`config.mk`:
```
export PLATFORM = sky130hd
export DESIGN_NAME = irq_vector_ctrl
export DESIGN_NICKNAME = d
export VERILOG_FILES = /design/src/rtl/ivc_pkg.sv /design/src/rtl/ivc_mask_regs.sv /design/src/rtl/ivc_select.sv /design/src/rtl/irq_vector_ctrl.sv
export SDC_FILE = /design/constraint.sdc
export NUM_CORES = 1
export LEC_CHECK = 0
export ABC_AREA = 1
export CORE_ASPECT_RATIO = 1.4
export CORE_MARGIN = 2
export CORE_UTILIZATION = 41
export DETAILED_ROUTE_END_ITERATION = 16
export MAX_ROUTING_LAYER = met4
export PLACE_DENSITY_LB_ADDON = 0.15
export SKIP_CTS_REPAIR_TIMING = 1
export SYNTH_ARGS = -nofsm -noshare
export SYNTH_HDL_FRONTEND = slang
export SYNTH_SLANG_ARGS = --single-unit
```
`constraint.sdc`:
```
create_clock -name clk -period 3.9 [get_ports clk]
set_clock_uncertainty 0.2 [all_clocks]
set_input_delay 0.585 -clock clk [delete_from_list [all_inputs] [get_ports clk]]
set_output_delay 0.585 -clock clk [all_outputs]
set_load 0.005 [all_outputs]
```
`src/rtl/ivc_pkg.sv`:
```
package ivc_pkg;
    typedef enum logic [0:0] {ST_IDLE, ST_FETCH} ivc_state_e;

    localparam int unsigned ADDR_W = 16;
    localparam logic [ADDR_W-1:0] VEC_TRAP      = 16'hFFF8;
    localparam logic [ADDR_W-1:0] VEC_SWI       = 16'hFFF6;
    localparam logic [ADDR_W-1:0] VEC_XIRQ      = 16'hFFF4;
    localparam logic [ADDR_W-1:0] VEC_MASK_TOP  = 16'hFFF2;
    localparam logic [ADDR_W-1:0] TABLE_BASE    = 16'hFF80;
    localparam logic [ADDR_W-1:0] SHADOW_OFFSET = 16'hC180;
    localparam int unsigned MAX_SRC = (VEC_MASK_TOP - TABLE_BASE) / 2 + 1;
endpackage

```
`src/rtl/ivc_mask_regs.sv`:
```
module ivc_mask_regs (
    input  logic clk,
    input  logic rst_n,
    input  logic ccr_we,
    input  logic ccr_i_in,
    input  logic ccr_x_in,
    output logic i_mask,
    output logic x_mask
);
    always_ff @(posedge clk or negedge rst_n) begin
        if (!rst_n) begin
            i_mask <= 1'b1;
            x_mask <= 1'b1;
        end else if (ccr_we) begin
            i_mask <= ccr_i_in;
            x_mask <= x_mask & ccr_x_in;
        end
    end

    // once cleared, X never returns to 1 while out of reset
    a_r3_x_clear_only: assert property (@(posedge clk) disable iff (!rst_n)
        !x_mask |=> !x_mask);
    // I bit holds when not written
    a_r2_i_holds: assert property (@(posedge clk) disable iff (!rst_n)
        !ccr_we |=> $stable(i_mask));
endmodule

```
`src/rtl/ivc_select.sv`:
```
module ivc_select
    import ivc_pkg::*;
#(
    parameter int unsigned NUM_SRC = 8
) (
    input  logic                clk,
    input  logic                rst_n,
    input  logic [NUM_SRC-1:0]  irq_req,
    input  logic [NUM_SRC-1:0]  irq_en,
    input  logic                xirq_req,
    input  logic                swi_req,
    input  logic                trap_req,
    input  logic                i_mask,
    input  logic                x_mask,
    output logic                hit,
    output logic [ADDR_W-1:0]   win_addr
);
    logic [NUM_SRC-1:0] eligible;

    for (genvar g = 0; g < NUM_SRC; g++) begin : g_elig
        assign eligible[g] = irq_req[g] & irq_en[g] & ~i_mask;
    end

    always_comb begin
        hit      = 1'b1;
        win_addr = VEC_TRAP;
        if (trap_req) begin
            win_addr = VEC_TRAP;
        end else if (swi_req) begin
            win_addr = VEC_SWI;
        end else if (xirq_req && !x_mask) begin
            win_addr = VEC_XIRQ;
        end else begin
            hit = 1'b0;
            for (int i = NUM_SRC - 1; i >= 0; i--) begin
                if (eligible[i]) begin
                    hit      = 1'b1;
                    win_addr = VEC_MASK_TOP - ADDR_W'(2 * i);
                end
            end
        end
    end

    // a trap request always produces the trap vector
    a_r4_trap_first: assert property (@(posedge clk) disable iff (!rst_n)
        trap_req |-> (hit && win_addr == VEC_TRAP));
    // a masked external request alone never wins
    a_r5_xirq_masked: assert property (@(posedge clk) disable iff (!rst_n)
        (x_mask && !trap_req && !swi_req) |-> (win_addr != VEC_XIRQ));
    // a set I bit leaves only the unmaskable-type sources
    a_r6_i_blocks: assert property (@(posedge clk) disable iff (!rst_n)
        (i_mask && !trap_req && !swi_req && !(xirq_req && !x_mask)) |-> !hit);
endmodule

```
`src/rtl/irq_vector_ctrl.sv`:
```
module irq_vector_ctrl
    import ivc_pkg::*;
#(
    parameter int unsigned NUM_SRC = 8
) (
    input  logic                clk,
    input  logic                rst_n,
    input  logic [NUM_SRC-1:0]  irq_req,
    input  logic [NUM_SRC-1:0]  irq_en,
    input  logic                xirq_req,
    input  logic                swi_req,
    input  logic                trap_req,
    input  logic                ccr_we,
    input  logic                ccr_i_in,
    input  logic                ccr_x_in,
    input  logic                remap_en,
    input  logic [15:0]         vec_rdata,
    input  logic                vec_rvalid,
    output logic                i_mask,
    output logic                x_mask,
    output logic                take_int,
    output logic [15:0]         vec_addr,
    output logic                pc_load,
    output logic [15:0]         pc_value,
    output logic                vec_err
);
    ivc_state_e        state, state_nx;
    logic              hit;
    logic [ADDR_W-1:0] win_addr;
    logic              remap_l;
    logic              accept;
    logic              complete;
    logic              zero_entry;

    initial begin
        if (NUM_SRC < 1 || NUM_SRC > MAX_SRC)
            $error("NUM_SRC out of range for the vector table");
    end

    ivc_mask_regs u_masks (
        .clk      (clk),
        .rst_n    (rst_n),
        .ccr_we   (ccr_we),
        .ccr_i_in (ccr_i_in),
        .ccr_x_in (ccr_x_in),
        .i_mask   (i_mask),
        .x_mask   (x_mask)
    );

    ivc_select #(.NUM_SRC(NUM_SRC)) u_select (
        .clk      (clk),
        .rst_n    (rst_n),
        .irq_req  (irq_req),
        .irq_en   (irq_en),
        .xirq_req (xirq_req),
        .swi_req  (swi_req),
        .trap_req (trap_req),
        .i_mask   (i_mask),
        .x_mask   (x_mask),
        .hit      (hit),
        .win_addr (win_addr)
    );

    assign accept     = (state == ST_IDLE) && hit;
    assign complete   = (state == ST_FETCH) && vec_rvalid;
    assign zero_entry = remap_l && (vec_rdata == '0);

    always_comb begin
        state_nx = state;
        unique case (state)
            ST_IDLE:  if (accept)   state_nx = ST_FETCH;
            ST_FETCH: if (complete) state_nx = ST_IDLE;
            default:                state_nx = ST_IDLE;
        endcase
    end

    always_ff @(posedge clk or negedge rst_n) begin
        if (!rst_n) state <= ST_IDLE;
        else        state <= state_nx;
    end

    always_ff @(posedge clk or negedge rst_n) begin
        if (!rst_n) begin
            take_int <= 1'b0;
            vec_addr <= '0;
            remap_l  <= 1'b0;
            pc_load  <= 1'b0;
            pc_value <= '0;
            vec_err  <= 1'b0;
        end else begin
            take_int <= accept;
            pc_load  <= complete && !zero_entry;
            vec_err  <= complete && zero_entry;
            if (accept) begin
                remap_l  <= remap_en;
                vec_addr <= remap_en ? (win_addr - SHADOW_OFFSET) : win_addr;
            end
            if (complete && !zero_entry) pc_value <= vec_rdata;
        end
    end

    // take is a single-cycle pulse issued on entry to ST_FETCH
    a_r8_take_pulse: assert property (@(posedge clk) disable iff (!rst_n)
        take_int |=> !take_int);
    a_r8_take_in_fetch: assert property (@(posedge clk) disable iff (!rst_n)
        take_int |-> (state == ST_FETCH));
    // primary addresses lie in the table, shadow addresses below it
    a_r9_primary_range: assert property (@(posedge clk) disable iff (!rst_n)
        (take_int && !remap_l) |-> (vec_addr >= TABLE_BASE && !vec_addr[0]));
    a_r9_shadow_range: assert property (@(posedge clk) disable iff (!rst_n)
        (take_int && remap_l) |-> (vec_addr >= TABLE_BASE - SHADOW_OFFSET
                                   && vec_addr < 16'h4000 && !vec_addr[0]));
    // one outcome per fetch, errors only when remapped
    a_r10_one_outcome: assert property (@(posedge clk) disable iff (!rst_n)
        !(pc_load && vec_err));
    a_r10_err_remap: assert property (@(posedge clk) disable iff (!rst_n)
        vec_err |-> remap_l);
endmodule

```
==> qor.yml <==
run_status:
  status: "completed"
power_and_ir_drop:
  leakage_nw: 1.09
  powerDensity_nw_per_um2: 548
  ir_drop_mv: 0.372
  fin_total_pwr_mw: 1.23
timing:
  finalHoldViolations: 0
  rsz0062_at_grt: "false"
  fin_crit_sh: 0.552
  setup_tns_ns: 0
  holdWs_ns: 0.267
  drv_slew: 0
  period_needed_ns: 2.15
  setup_viol: 0
  max_freq_ghz: 0.464
clock_network:
  clock_latency_ns: 0.27
  clock-root-buffer: "clkbuf_8"
  clk_pin_slew_ns: 0.06
  cts_tree: "done"
  htreeDepth: 2
  clock_path_buffers: 2
  cts.sinks: 29
  cts_inserted_buffers: 5
die:
  core_um2: 3350
  die_y_um: 73.7
  die_area_um2: 3960
  io_pins: 79
  std_cell_rows: 25
  die_w_um: 53.8
  initial_core_util: 0.425
logic_synthesis:
  synth_most_common_cell: "nand2_1"
  ys_seq_area_frac: 0.512
  async_flop_share: 1.00
  ys_warn_count: 0
  synth_area_leaders: "dfrtp_1 (48%), nand2_1 (20%), nand3_1 (7.0%)"
  syn-num-nets: 218
  syn_inst: 176
  synth_edf_count: 0
  syn-mean-instance-area_um2: 8.08
  ys_seq_elements: 29
  synth_area_um2: 1420
  synth_top_area_share: 0.475
  yosysUniqueCellTypes: 24
  synth_commonest_cells: "nand2_1 (74), dfrtp_1 (27), nand3_1 (20), inv_1 (13), buf_4 (10)"
  ys.flop_type: "dfrtp_1"
  yosys.area.top_type: "dfrtp_1"
setup_path:
  path_common_cell: "nand2_1"
  start_kind: "primary input"
  crit_chain: "clkdlybuf4s50_1 -> nor3b_1 -> nand4_4 -> nand2_4 -> nand2_1 -> nand2_1"
  end_kind: "register"
  cp_slowest_stage_delay_ns: 0.44
  crit_start: "vec_rdata[14]"
  critPathKind: "in -> reg"
  cp_max_fo: 18
  rrSetupSlack_ns: 2.13
  worst_ep_required_time_ns: 3.91
  timing.rr.start: "u_masks.i_mask"
  worstPathArrival_ns: 2.16
  critPathSlowestCell: "clkdlybuf4s50_1"
final_layout:
  nets: 290
  area_delta_synth_final_pct: 57.4
  final_core_util: 0.668
  num_antenna_cells: 0
  drive_above_1_share: 0.0723
  n_fill_cell: 297
routing:
  drtAntennaViolNets: 0
  vias: 1323
  drtIter0Drc: 22
  first_pass_iters: 2
  wirelength_mm: 3.24
  drc: 0
  viasPerCell: 4.58
  drt-wirelength-per-cell_um: 11.2
grt:
  grt_antenna_before_repair: 0
  grt_pass1_wl_mm: 5.43
  grt_overflow: 0
  grt_max_degree: 30
  grt_pass1_vias: 1244
  grt_usage: 0.196
placement:
  post-dp-hpwl_mm: 2.53
  portBuffers: 77
  place_congestion: 0.769
flow_run:
  maxCapViolCount: 0
min_path:
  hold_start: "pc_value[9]"
  hp-class: "reg -> reg"
layout make-up:
class                   count  area (um^2)  share of cell area
multi-input cells         119          542               0.242
inverters                  15         56.3              0.0252
repair buffers             78          778               0.348
clock buffers               6         72.6              0.0324
well taps                  40         50.0              0.0224
clock inverters             2         10.0             0.00447
flip-flops and latches     29          728               0.326
metal layers:
layer / up-vias / share of wire / track usage
met4: 0 / 0.018 / 0.0769
met5: - / 0 / -
li1: 680 / - / -
met2: 46 / 0.53 / 0.332
met1: 592 / 0.39 / 0.214
met3: 5 / 0.057 / 0.0508
power breakdown:
| group | leakage (nW) | switching, mW | internal (mW) | total (mW) |
|---|---|---|---|---|
| registers | 0.347 | 0.0681 | 0.420 | 0.488 |
| logic | 0.702 | 0.199 | 0.307 | 0.506 |
| clock network | 0.0450 | 0.108 | 0.123 | 0.231 |
| total | 1.09 | 0.375 | 0.850 | 1.23 |
registers in the layout, indices dropped and copies added (netlist names):
signal and count:
state 1, vec_err 1, take_int 1, pc_value 16
pc_load 1, remap_l 1, u_masks.i_mask 1, u_masks.x_mask 1
vec_addr 6
stage by stage:
stage,cells,area (um^2),setup slack (ns)
after floorplan,176,1420,2.10
after global placement,281,2150,1.47
after detailed placement,281,2150,1.43
after CTS,289,2240,1.71
after global routing,289,2240,1.60
final,289,2240,1.75
worst paths after layout:
check / to / cells past startpoint
setup reg to reg: vec_addr[13] / 8
hold reg to reg: pc_value[9] / 2
min in group asynchronous: pc_value[14] / 2
hold / removal: pc_value[9] / 2
setup / recovery: pc_value[8] / 6
max in group asynchronous: u_masks.x_mask / 2
cells in the final DEF (no fill, tap or decap), types with 3 or more instances in the layout:
cell and n:
clkdlybuf4s50_1 77, nand2_1 74, dfrtp_1 27, nand3_1 20, inv_1 13, nor2_1 7
clkbuf_8 5, o21ai_0 4, a21oi_1 3
worst max-delay path: cells and delay by family:
kind / cells / cell delay (ns)
buffers and inverters: 1 / 0.44
and+or+nand+nor: 5 / 1.13
logic make-up (layout without fill, tap and decap cells):
group / count (synthesis) / after routing / synth area share
compound gates: 8 / 8 / 0.0299
simple gates: 110 / 110 / 0.349
other cells: 1 / 1 / 0.00264
buf+inv: 28 / 101 / 0.107
flops: 29 / 29 / 0.512
No activity file was read; power rests on OpenSTA's default activity.
